<file path="src/rtl/bic_pkg.sv">
package bic_pkg;

   // Register byte offsets.
   localparam logic [5:0] OFS_PEND0 = 6'h00;
   localparam logic [5:0] OFS_PEND1 = 6'h04;
   localparam logic [5:0] OFS_PEND2 = 6'h08;
   localparam logic [5:0] OFS_SET1  = 6'h10;
   localparam logic [5:0] OFS_SET2  = 6'h14;
   localparam logic [5:0] OFS_SET0  = 6'h18;
   localparam logic [5:0] OFS_CLR1  = 6'h1C;
   localparam logic [5:0] OFS_CLR2  = 6'h20;
   localparam logic [5:0] OFS_CLR0  = 6'h24;

   // Number of folded lines per secondary group.
   localparam int unsigned N_FOLD1 = 5;
   localparam int unsigned N_FOLD2 = 6;

   // Source index of the k-th folded line in a secondary group.
   function automatic int unsigned fold_src(int unsigned grp, int unsigned k);
      int unsigned r;
      r = 0;
      if (grp == 1) begin
         case (k)
            0: r = 7;
            1: r = 9;
            2: r = 10;
            3: r = 18;
            default: r = 19;
         endcase
      end else begin
         case (k)
            0: r = 21;
            1: r = 22;
            2: r = 23;
            3: r = 24;
            4: r = 25;
            default: r = 30;
         endcase
      end
      return r;
   endfunction

   function automatic int unsigned fold_count(int unsigned grp);
      return (grp == 1) ? N_FOLD1 : N_FOLD2;
   endfunction

   // Bit mask of the folded lines in a secondary group.
   function automatic logic [31:0] fold_mask(int unsigned grp);
      logic [31:0] m;
      m = '0;
      for (int unsigned k = 0; k < fold_count(grp); k++)
         m[fold_src(grp, k)] = 1'b1;
      return m;
   endfunction

endpackage

</file>
<file path="src/rtl/bic_en_reg.sv">
module bic_en_reg #(
   parameter int unsigned N = 32
) (
   input  logic         clk,
   input  logic         rst_n,
   input  logic         set_we,
   input  logic         clr_we,
   input  logic [N-1:0] bits,
   output logic [N-1:0] en
);

   if (N < 1 || N > 32) begin : g_bad_n
      $error("bic_en_reg: N must lie in 1..32");
   end

   always_ff @(posedge clk or negedge rst_n) begin
      if (!rst_n)      en <= '0;
      else if (set_we) en <= en | bits;
      else if (clr_we) en <= en & ~bits;
   end

   // bits written with 1 are set afterwards
   a_r2_set_takes: assert property (@(posedge clk) disable iff (!rst_n)
      set_we |=> ((en & $past(bits)) == $past(bits)));
   // bits written with 0 keep their value
   a_r2_zero_keeps: assert property (@(posedge clk) disable iff (!rst_n)
      (set_we || clr_we) |=> ((en & ~$past(bits)) == ($past(en) & ~$past(bits))));
   // bits written with 1 are cleared afterwards
   a_r3_clr_takes: assert property (@(posedge clk) disable iff (!rst_n)
      (clr_we && !set_we) |=> ((en & $past(bits)) == '0));
   // no strobe, no change
   a_r10_idle_hold: assert property (@(posedge clk) disable iff (!rst_n)
      (!set_we && !clr_we) |=> $stable(en));

endmodule

</file>
<file path="src/rtl/bic_shortcut_fold.sv">
module bic_shortcut_fold #(
   parameter int unsigned BK_N = 32,
   parameter int unsigned GRP  = 1,
   localparam int unsigned NF  = bic_pkg::fold_count(GRP)
) (
   input  logic [BK_N-1:0] pend,
   output logic [NF-1:0]   fold,
   output logic            summary
);

   localparam logic [31:0] FMASK = bic_pkg::fold_mask(GRP);

   if (GRP != 1 && GRP != 2) begin : g_bad_grp
      $error("bic_shortcut_fold: GRP must be 1 or 2");
   end
   if (BK_N != 32) begin : g_bad_w
      $error("bic_shortcut_fold: folded lines need a 32-line group");
   end

   for (genvar k = 0; k < NF; k++) begin : g_fold
      localparam int unsigned IDX = bic_pkg::fold_src(GRP, k);
      assign fold[k] = pend[IDX];
   end

   assign summary = |(pend & ~FMASK[BK_N-1:0]);

endmodule

</file>
<file path="src/rtl/banked_irq_ctrl.sv">
module banked_irq_ctrl #(
   parameter int unsigned B0_N = 8,
   parameter int unsigned BK_N = 32,
   parameter int unsigned DW   = 32,
   parameter int unsigned AW   = 6
) (
   input  logic          clk,
   input  logic          rst_n,
   input  logic [B0_N-1:0] src_b0,
   input  logic [BK_N-1:0] src_b1,
   input  logic [BK_N-1:0] src_b2,
   input  logic          bus_wr,
   input  logic [AW-1:0] bus_addr,
   input  logic [DW-1:0] bus_wdata,
   output logic [DW-1:0] bus_rdata,
   output logic          irq_out
);
   import bic_pkg::*;

   localparam int unsigned SUM1_POS  = B0_N;
   localparam int unsigned SUM2_POS  = B0_N + 1;
   localparam int unsigned FOLD1_POS = B0_N + 2;
   localparam int unsigned FOLD2_POS = FOLD1_POS + N_FOLD1;
   localparam int unsigned USED      = FOLD2_POS + N_FOLD2;

   if (USED > DW) begin : g_bad_dw
      $error("banked_irq_ctrl: status word does not fit DW");
   end
   if (BK_N > DW) begin : g_bad_bk
      $error("banked_irq_ctrl: group wider than DW");
   end
   if (AW != 6) begin : g_bad_aw
      $error("banked_irq_ctrl: AW must be 6");
   end

   logic [B0_N-1:0] en0;
   logic [BK_N-1:0] en1, en2;
   logic [B0_N-1:0] pend0;
   logic [BK_N-1:0] pend1, pend2;
   logic [N_FOLD1-1:0] fold1;
   logic [N_FOLD2-1:0] fold2;
   logic sum1, sum2;
   logic [DW-1:0] stat0;

   bic_en_reg #(.N(B0_N)) u_en0 (
      .clk(clk), .rst_n(rst_n),
      .set_we(bus_wr && bus_addr == OFS_SET0),
      .clr_we(bus_wr && bus_addr == OFS_CLR0),
      .bits(bus_wdata[B0_N-1:0]), .en(en0));

   bic_en_reg #(.N(BK_N)) u_en1 (
      .clk(clk), .rst_n(rst_n),
      .set_we(bus_wr && bus_addr == OFS_SET1),
      .clr_we(bus_wr && bus_addr == OFS_CLR1),
      .bits(bus_wdata[BK_N-1:0]), .en(en1));

   bic_en_reg #(.N(BK_N)) u_en2 (
      .clk(clk), .rst_n(rst_n),
      .set_we(bus_wr && bus_addr == OFS_SET2),
      .clr_we(bus_wr && bus_addr == OFS_CLR2),
      .bits(bus_wdata[BK_N-1:0]), .en(en2));

   assign pend0 = src_b0 & en0;
   assign pend1 = src_b1 & en1;
   assign pend2 = src_b2 & en2;

   bic_shortcut_fold #(.BK_N(BK_N), .GRP(1)) u_fold1 (
      .pend(pend1), .fold(fold1), .summary(sum1));
   bic_shortcut_fold #(.BK_N(BK_N), .GRP(2)) u_fold2 (
      .pend(pend2), .fold(fold2), .summary(sum2));

   always_comb begin
      stat0 = '0;
      stat0[B0_N-1:0] = pend0;
      stat0[SUM1_POS] = sum1;
      stat0[SUM2_POS] = sum2;
      stat0[FOLD1_POS +: N_FOLD1] = fold1;
      stat0[FOLD2_POS +: N_FOLD2] = fold2;
   end

   always_comb begin
      bus_rdata = '0;
      case (bus_addr)
         OFS_PEND0: bus_rdata = stat0;
         OFS_PEND1: bus_rdata[BK_N-1:0] = pend1;
         OFS_PEND2: bus_rdata[BK_N-1:0] = pend2;
         OFS_SET0:  bus_rdata[B0_N-1:0] = en0;
         OFS_SET1:  bus_rdata[BK_N-1:0] = en1;
         OFS_SET2:  bus_rdata[BK_N-1:0] = en2;
         default:   bus_rdata = '0;
      endcase
   end

   assign irq_out = |stat0[USED-1:0];

   // any enabled high line in any group reaches the output
   a_r9_grp1_reaches: assert property (@(posedge clk) disable iff (!rst_n)
      (pend1 != '0) |-> irq_out);
   a_r9_grp2_reaches: assert property (@(posedge clk) disable iff (!rst_n)
      (pend2 != '0) |-> irq_out);
   // primary lines reach the output
   a_r5_grp0_reaches: assert property (@(posedge clk) disable iff (!rst_n)
      (pend0 != '0) |-> irq_out);
   // unused status bits read zero
   a_r10_hi_zero: assert property (@(posedge clk) disable iff (!rst_n)
      (bus_addr == OFS_PEND0) |-> (bus_rdata[DW-1:USED] == '0));
   // a folded line never shows without its group pending
   a_r7_fold_backed: assert property (@(posedge clk) disable iff (!rst_n)
      (fold1 != '0) |-> (pend1 != '0));

endmodule

</file>
<file path="config.mk">
export PLATFORM = sky130hd
export DESIGN_NAME = banked_irq_ctrl
export DESIGN_NICKNAME = d
export VERILOG_FILES = /design/src/rtl/bic_pkg.sv /design/src/rtl/bic_en_reg.sv /design/src/rtl/bic_shortcut_fold.sv /design/src/rtl/banked_irq_ctrl.sv
export SDC_FILE = /design/constraint.sdc
export NUM_CORES = 1
export LEC_CHECK = 0
export BUFFER_PORTS_ARGS = -buffer_cell sky130_fd_sc_hd__buf_2
export CAP_MARGIN = 20
export CELL_PAD_IN_SITES_DETAIL_PLACEMENT = 1
export CELL_PAD_IN_SITES_GLOBAL_PLACEMENT = 1
export CORE_MARGIN = 1
export CORE_UTILIZATION = 40
export CTS_BUF_LIST = sky130_fd_sc_hd__clkbuf_8 sky130_fd_sc_hd__clkbuf_16
export DETAILED_ROUTE_END_ITERATION = 8
export GPL_TIMING_DRIVEN = 0
export HOLD_SLACK_MARGIN = 0.06
export PLACE_DENSITY_LB_ADDON = 0.1
export RECOVER_POWER = 25
export SLEW_MARGIN = 20
export SYNTH_ARGS = -nofsm -noshare
export SYNTH_HDL_FRONTEND = slang
export SYNTH_SLANG_ARGS = --single-unit
</file>
<file path="constraint.sdc">
create_clock -name clk -period 5.3 [get_ports clk]
set_input_delay 0.795 -clock clk [delete_from_list [all_inputs] [get_ports clk]]
set_output_delay 0.795 -clock clk [all_outputs]
set_load 0.02 [all_outputs]
</file>
## After elaboration in Yosys (flattened, before gate mapping)

Cells that the tools add are included.

- Logic and storage cells: 43
- Output and inout bits: 33
- Input port bits: 113
- Register bits: 72

- Bitwise logic cells: 11
- Multiplexer cells: 8
- Equality and inequality tests: 8
- Reduce and logical (&&, ||, !) cells: 13

Operators with widths:

| cell | count |
|---|---|
| $and 32x32->32 | 4 |
| $mux 32 | 4 |
| $pmux 24 s5 | 1 |
| $reduce_or 72->1 | 1 |
| $or 32x32->32 | 2 |
| $pmux 8 s6 | 1 |
| $not 32->32 | 1 |
| $reduce_or 27->1 | 1 |
| $reduce_or 26->1 | 1 |
| $eq 6x5->1 const B | 4 |
| $and 8x8->8 | 2 |
| $mux 8 | 2 |
| $eq 6x6->1 const B | 2 |
| $not 8->8 | 1 |
| $or 8x8->8 | 1 |
| $eq 6x3->1 const B | 1 |
| $eq 6x4->1 const B | 1 |
| $logic_and 1x1->1 | 6 |
| $logic_not 6->1 | 1 |
| $reduce_bool 2->1 | 3 |

## Longest topological paths before layout

Gate-level depths: netlist of run 1.

- Depth after elaboration: 4
- Gate-level depth with buffers: 7
- Depth with buffers taken out: 5

## By module

Synthesis of run 1 repeated with hierarchy kept, for this count alone.

- Cells, all modules: 519
- Area, all modules: 4579.4 um2

By module, submodules not included:

| module | area an instance (um2) | sequential area each (um2) | cells an instance | times used |
|---|---|---|---|---|
| bic_en_reg (u_en1 ...) | 1249.9 | 800.8 | 102 | 2 |
| banked_irq_ctrl | 1565.3 | 0.0 | 260 | 1 |
| bic_en_reg (u_en0) | 312.8 | 200.2 | 26 | 1 |
| bic_shortcut_fold (u_fold2) | 106.4 | 0.0 | 15 | 1 |
| bic_shortcut_fold (u_fold1) | 95.1 | 0.0 | 14 | 1 |

## Worst setup path after synthesis of run 1

No wires, ideal clock.

- Kind: input to output
- Start point: in bus_addr[3]
- End point: out bus_rdata[2]
- Cell stages on the path: 5
- Buffers on the path: 1
- Data required time: 4.505 ns
- Data arrival time: 2.368 ns
- Setup slack: 2.137 ns
- Cells stage by stage: or4_4 -> nor3_2 -> clkbuf_1 -> a21oi_1 -> o21ai_0

- Longest elaborated chain between the ends: 2
- Elaborated cells on any way between the ends: 7
- Classes of those cells: 5 x eq/ne; 1 x mux; 1 x reduce/logical

Ends and longest elaborated chain:

| item | line | source |
|---|---|---|
| from (decl) | banked_irq_ctrl.sv:13 | `input logic [AW-1:0] bus_addr,` |
| $eq 6x5->1 (tied with other cells) | banked_irq_ctrl.sv:83 | `case (bus_addr)` |
| $pmux 8 s6 (*) | banked_irq_ctrl.sv:83 |  |
| to (decl) | banked_irq_ctrl.sv:15 | `output logic [DW-1:0] bus_rdata,` |

Mark *: on every way between the ends. The rest lies on a longest branch, timed or not.

## Worst setup path in the final report of run 1

- Start point: in bus_addr[3]
- End point: out bus_rdata[1]

Same word-level chain as after synthesis.

==> metrics, run 1 <==
final WL 17300 um; Mapped Avg Cell Area 8.75 um2; Crit path required time 4510 ps; cts hold-fix bufs 0; IO Count 146; post-detailed-route count of antenna-violating nets 0; Final Hold Viols 0; P_int 1.09 mW; Synth area leader dfrtp_1; CTS buffer count 9; Max Slew Vio Count 29; largest net degree at the start of global routing 45; Max FO, Critical Path 10; Bufs on Longest Clock Path 2; post-layout minimum cycle time 3800 ps; # setup viols final 0; CTS tree yes; DRC 0; Slowest-stage cell, CP clkbuf_1; sw frac 0.285; Max-cap violations 1; area of the multi-input gates 2220 um2; Post-synth top flop dfrtp_1; Tcrit/Tclk final 0.718; Fin Setup TNS 0 ps; failing checks max-capacitance violations, max-slew violations; hold crit path type reg -> reg; Rows 37; Leak Pwr 2.60 nW; postcts setup bufs 0; Layout area overhead 27.3%; WP data arrival 3010 ps; Layout Nets 757; Die Span X 105 um; Psw 434 uW; Mapped Cells 489; Post-synth EDFFs 0; Vias 4864; vias per cell 6.20; Startpoint Class input pin; routed len/inst 22.1 um; met2 Use GR 0.514; sequential element share of the synthesized area 0.421; Fillers 1292; worst slew pin tran 1810 ps; clk sinks 72; H-tree depth 3; skew final 0 ps; syn_nets 602; DIE HEIGHT 105 um; CP cell instances buf_2 > or4_4 > nor2_1 > clkbuf_1 > a21oi_1 > o2111ai_1 > buf_2; IO Port Bufs 143; Flop pwr share 0.459; hpwl dp 13100 um; Distinct cells, synth 36; Synth Register Bits 72; RSZ-0062 raised after global routing no; Top delay family on crit path simple AND/OR/NAND/NOR gates; clock latency on the worst-skew pair 350 ps; fraction of layout cells with a size suffix above 1 0.291; core area 10300 um2; Clk Tree Root Cell clkbuf_8; peak supply drop 0.156 mV; total power after layout 1.52 mW; most common cell in the netlist nand2_1; GR Layer Usage met1 0.447; register area 1800 um2; Yosys top cell area share 0.421; WP buf/inv 3; Mapped Area 4280 um2; Initial Util 0.414; gpl congestion 0.897; WS Path Type in -> out; post-CTS resize count 0; PwrDens 279 nW/um2; DRT Pass-1 Iters 5; Worst path max stage delay 610 ps; GRT overflow 0; Setup crit end kind output pin; Clock power frac 0.367; outcome finished, violations left; yosys warns 0; Total Routing Usage GR 0.321; Max Clock Freq 263 MHz; synth top area cells dfrtp_1, a22o_1, nand2_1, a21oi_1, a22oi_1; vias in the first global route 4817; diode count 0; gr busiest metal met2; Slew HR -0.209; Combinational Power Share 0.174; synth cell count leaders nand2_1, a22o_1, dfrtp_1; Clock Pin Slew Worst Setup and Hold Paths 70 ps; initial antenna violation count 0; CP most frequent cell buf_2; FFs w/ async S/R, synth 1.00; first-pass GRT wire length 26900 um; die area 11100 um2; met3 Track Usage GR 0.0414; DR iter-0 viols 326
-- per-stage QoR --
step	setup slack [ps]	hold WS, ps	instance area, um2	util	instances
5_1_grt	1390	548	5440	0.527	785
3_3_place_gp	1560	507	5160	0.500	768
3_5_place_dp	1520	510	5190	0.503	769
6_report	1500	533	5440	0.527	785
4_1_cts	1520	385	5450	0.528	785
2_1_floorplan	2140	482	4280	-	489
-- power by group through the flow --
| stage | registers [mW] | clock network, mW | logic, mW |
|---|---|---|---|
| 5_1_grt | 0.708 | 0.583 | 0.290 |
| 6_report | 0.698 | 0.558 | 0.264 |
| 4_1_cts | 0.695 | 0.562 | 0.264 |
| 3_3_place_gp | 0.702 | 0 | 0.251 |
| 2_1_floorplan | 0.679 | 0 | 0.141 |
| 3_5_place_dp | 0.705 | 0 | 0.262 |
-- logic make-up after synthesis --
kind of cell | Yosys count | synth area share
AOI/OAI and AO/OA | 195 | 0.346
and+or+nand+nor | 166 | 0.173
DFF | 72 | 0.421
buffers and inverters | 56 | 0.0591
-- placed cells by master (no fill, tap or decap), types with 9 or more instances in the layout --
cell type	instances
nand2_1	113
inv_1	28
a32oi_1	13
clkbuf_8	11
buf_2	164
a21oi_1	31
o211ai_1	12
a22o_1	75
a21o_1	10
a22oi_1	17
nand3_1	9
dfrtp_1	72
o22ai_1	11
nor2_1	16
-- final cells by class --
type,count,share of cell area
Multi-Input combinational cell,361,0.408
Inverter,28,0.0193
Clock buffer,11,0.0278
Sequential cell,72,0.331
Buffer,28,0.0271
Clock inverter,5,0.0189
Timing Repair Buffer,144,0.136
Tap cell,136,0.0313
-- final timing paths --
path	startpoint	end	slack [ps]	cells past startpoint
hold reg to reg	flop	flop	530	1
setup reg to reg	flop	flop	4520	1
max in group asynchronous	rst_n	asynchronous set/reset pin	3320	1
setup / recovery	bus_addr[3]	bus_rdata[1]	1500	7
hold / removal	flop	flop	530	1
min in group asynchronous	rst_n	asynchronous set/reset pin	920	1
-- per-layer routing --
metal	vias to the layer above	share of wire
met5	-	0
met4	0	0.025
met3	34	0.072
met2	237	0.47
met1	2446	0.43
li1	2147	-
Power figures use the tool's default switching activity.
==> run 2, diff against run 1 <==
--- a/config.mk
+++ b/config.mk
@@ -10,7 +10,7 @@
 export CELL_PAD_IN_SITES_DETAIL_PLACEMENT = 1
 export CELL_PAD_IN_SITES_GLOBAL_PLACEMENT = 1
 export CORE_MARGIN = 1
-export CORE_UTILIZATION = 40
+export CORE_UTILIZATION = 33
 export CTS_BUF_LIST = sky130_fd_sc_hd__clkbuf_8 sky130_fd_sc_hd__clkbuf_16
 export DETAILED_ROUTE_END_ITERATION = 8
 export GPL_TIMING_DRIVEN = 0
==> constraint.sdc (replaced) <==
create_clock -name clk -period 3.36 [get_ports clk]
set_input_delay 0.504 -clock clk [delete_from_list [all_inputs] [get_ports clk]]
set_output_delay 0.504 -clock clk [all_outputs]
set_load 0.02 [all_outputs]
==> metrics, run 2 (same netlist as run 1, synthesis figures left out) <==
outcome finished, violations left; failing checks max-capacitance violations, max-slew violations; largest net degree at the start of global routing 45; IO Count 146; DRT Pass-1 Iters 5; area of the multi-input gates 2220 um2; Vias 4777; Layout area overhead 28.3%; routed len/inst 22.8 um; clk sinks 72; post-CTS resize count 0; Max Clock Freq 307 MHz; Crit path required time 2860 ps; first-pass GRT wire length 27800 um; Max FO, Critical Path 10; Slew HR -0.120; postcts setup bufs 0; RSZ-0062 raised after global routing no; core area 12600 um2; DIE HEIGHT 116 um; Hold WS 432 ps; H-tree depth 3; Tcrit/Tclk final 0.970; FF-to-FF path depth 1; hold path start bus_wdata[14]; gpl congestion 0.883; post-layout minimum cycle time 3260 ps; Fillers 1580; worst reg-to-reg setup slack 2590 ps; skew final 0 ps; vias in the first global route 4808; min setup slack post-route 102 ps; Final Hold Viols 0; final WL 18700 um; hold crit path type in -> reg; Rows 41; Bufs on Longest Clock Path 2; WS Path Type in -> out; Initial Util 0.339; Placement Cell Area 5240 um2; DRC 0; register area 1800 um2; Place WS 177 ps; PwrDens 445 nW/um2; vias per cell 5.83; clock latency on the worst-skew pair 340 ps; most frequent cells in the layout buf_2, nand2_1, a22o_1; fraction of layout cells with a size suffix above 1 0.289; CTS tree yes; Max Slew Vio Count 30; post-detailed-route count of antenna-violating nets 0; Total Routing Usage GR 0.288; diode count 0; cts hold-fix bufs 0; Layout Nets 757; die area 13400 um2; hpwl dp 14100 um; GRT overflow 0; Clock Pin Slew Worst Setup and Hold Paths 60 ps; WP data arrival 2750 ps; Fin Setup TNS 0 ps; Die Span X 116 um; Clk Tree Root Cell clkbuf_16; CP startpoint bus_addr[3]; hold path cells 2; Leak Pwr 2.61 nW; IO Port Bufs 143; # setup viols final 0; CTS buffer count 9; Setup crit end kind output pin; Startpoint Class input pin; initial antenna violation count 0; commonest non-fill, non-tap cell in the layout buf_2; worst slew pin tran 1680 ps; peak supply drop 0.234 mV; DR iter-0 viols 377; Max-cap violations 1; final instance area 5490 um2
run 2: changes by cell type in the layout (fill, tap and decap cells not counted):
cell	before	now
inv_1	28	29
clkinv_2	1	2
bufinv_16	3	0
clkbuf_8	11	2
clkbuf_2	0	1
buf_16	1	0
clkbuf_16	0	9
run 2: cell type report:
type	count	share of cell area
Sequential cell	72	0.328
Multi-Input combinational cell	361	0.405
Inverter	28	0.0192
Timing Repair Buffer	144	0.131
Clock inverter	4	0.00388
Buffer	28	0.0269
Clock buffer	11	0.0461
Tap cell	172	0.0392
run 2: critical path, stage by stage:
cell	delay [ps]
buf_2	120
or4_4	570
nor2_1	380
clkbuf_1	650
a21oi_1	200
o2111ai_1	120
buf_2	200
run 2: layer usage:
layer,GRT usage,part of all wire,vias to the layer above
met2,0.469,0.47,202
met3,0.0518,0.066,27
li1,-,-,2160
met1,0.380,0.44,2388
met5,0,0,-
met4,0.112,0.022,0
run 2: worst max-delay path by stage:
stage | endpoint | slack (ps)
floorplan | bus_rdata[2] | 780
global placement | bus_rdata[1] | 170
detailed placement | bus_rdata[5] | 180
CTS | bus_rdata[5] | 180
global route | bus_rdata[5] | 10
finish | bus_rdata[5] | 100
run 2: where the power goes:
group	internal (mW)	switching, mW	leakage, nW
logic	0.197	0.220	1.51
clock network	0.531	0.387	0.139
registers	0.983	0.121	0.957
total	1.71	0.728	2.61
run 2: metrics by stage:
step / power [mW] / utilization / std cells
final: 2.44 / 0.435 / 820
after floorplan: 1.29 / - / 489
after detailed placement: 1.53 / 0.415 / 805
after global placement: 1.51 / 0.413 / 804
after global routing: 2.53 / 0.435 / 820
after CTS: 2.45 / 0.437 / 820
==> run 3, diff against run 2 <==
--- a/config.mk
+++ b/config.mk
@@ -10,12 +10,12 @@
 export CELL_PAD_IN_SITES_DETAIL_PLACEMENT = 1
 export CELL_PAD_IN_SITES_GLOBAL_PLACEMENT = 1
 export CORE_MARGIN = 1
-export CORE_UTILIZATION = 33
+export CORE_UTILIZATION = 37
 export CTS_BUF_LIST = sky130_fd_sc_hd__clkbuf_8 sky130_fd_sc_hd__clkbuf_16
 export DETAILED_ROUTE_END_ITERATION = 8
 export GPL_TIMING_DRIVEN = 0
 export HOLD_SLACK_MARGIN = 0.06
-export PLACE_DENSITY_LB_ADDON = 0.1
+export PLACE_DENSITY = 0.77
 export RECOVER_POWER = 25
 export SLEW_MARGIN = 20
 export SYNTH_ARGS = -nofsm -noshare
==> constraint.sdc (replaced) <==
create_clock -name clk -period 3.7 [get_ports clk]
set_input_delay 0.555 -clock clk [delete_from_list [all_inputs] [get_ports clk]]
set_output_delay 0.555 -clock clk [all_outputs]
set_load 0.02 [all_outputs]
==> metrics, run 3 (same netlist as run 1, synthesis figures left out) <==
fraction of layout cells with a size suffix above 1 0.290; Setup crit end kind output pin; GRT overflow 0; Max Slew Vio Count 36; RSZ-0062 raised after global routing no; post-CTS resize count 0; Place WS 397 ps; peak supply drop 0.290 mV; Clock Pin Slew Worst Setup and Hold Paths 60 ps; min setup slack post-route 407 ps; DIE HEIGHT 110 um; IO Port Bufs 143; cts hold-fix bufs 0; hold crit path type in -> reg; Clk Tree Root Cell clkbuf_16; hold path start bus_wdata[13]; Layout Nets 757; routed len/inst 23.0 um; core area 11000 um2; Placement Cell Area 5190 um2; Layout area overhead 29.6%; most frequent cells in the layout buf_2, nand2_1, a22o_1; CP startpoint bus_addr[3]; clk sinks 72; failing checks max-capacitance violations, max-slew violations; initial antenna violation count 0; postcts setup bufs 0; final WL 18200 um; H-tree depth 3; Fin Setup TNS 0 ps; # setup viols final 0; CTS tree yes; DRC 0; gpl congestion 0.858; Vias 4850; worst slew pin tran 1990 ps; Final Hold Viols 0; outcome finished, violations left; Tcrit/Tclk final 0.890; die area 12000 um2; DRT Pass-1 Iters 5; WS Path Type in -> out; Crit path required time 3140 ps; Startpoint Class input pin; Core Util, Final 0.502; vias per cell 6.15; post-layout minimum cycle time 3290 ps; vias in the first global route 5051; final std cells w/o fill 789; Max FO, Critical Path 10; PwrDens 447 nW/um2; Max Clock Freq 304 MHz; Leak Pwr 2.65 nW; Bufs on Longest Clock Path 2; Fillers 1386; final instance area 5540 um2; post-detailed-route count of antenna-violating nets 0; CTS buffer count 9; IO Count 146; Total Routing Usage GR 0.319; largest net degree at the start of global routing 39; Rows 38; Max-cap violations 1; first-pass GRT wire length 27900 um; commonest non-fill, non-tap cell in the layout buf_2; diode count 0; WP data arrival 2740 ps; Initial Util 0.388; skew final 0 ps; clock latency on the worst-skew pair 340 ps; DR iter-0 viols 352; hpwl dp 13800 um; Slew HR -0.327; Die Span X 110 um; placed cell count 773
==> run 3: worst paths after layout <==
check                                                  end  slack, ps  depth (start not counted)
worst max-delay path                          bus_rdata[1]        410                          7
worst min-delay path                                  flop        480                          2
worst max register to register                        flop       2910                          1
worst min register to register                        flop        530                          1
max in group asynchronous       asynchronous set/reset pin       1060                          2
min in group asynchronous       asynchronous set/reset pin        770                          1
==> run 3: metal layers <==
metal / wire, um / GRT usage / share of wire
met2: 8920 / 0.527 / 0.49
met5: 0 / 0 / 0
met4: 469 / 0.141 / 0.026
met1: 7400 / 0.405 / 0.41
met3: 1380 / 0.0605 / 0.076
==> run 3: power by group <==
part	switching [mW]	total, mW	internal (mW)
clock network	0.345	1.09	0.743
registers	0.115	1.01	0.893
logic	0.200	0.379	0.179
==> run 3: cell type report <==
| type | instances | area (um2) | area share |
|---|---|---|---|
| well taps | 140 | 175 | 0.0316 |
| clock buffers | 10 | 239 | 0.0431 |
| repair buffers | 144 | 719 | 0.130 |
| plain buffers | 28 | 148 | 0.0266 |
| flip-flops and latches | 72 | 1800 | 0.325 |
| inverters | 28 | 105 | 0.0190 |
| multi-input cells | 361 | 2220 | 0.401 |
| clock inverters | 6 | 131 | 0.0237 |
==> run 3: per-stage QoR <==
stage | hold WS (ps) | power (mW)
2_1_floorplan | 259 | 1.17
3_3_place_gp | 505 | 1.37
3_5_place_dp | 508 | 1.39
4_1_cts | 186 | 2.48
5_1_grt | 491 | 2.55
6_report | 484 | 2.48
==> run 3: worst max-delay path, cell delays in order <==
cell	delay, ps
buf_2	120
or4_4	560
nor2_1	340
clkbuf_1	620
a21oi_1	190
o2111ai_1	120
buf_2	220
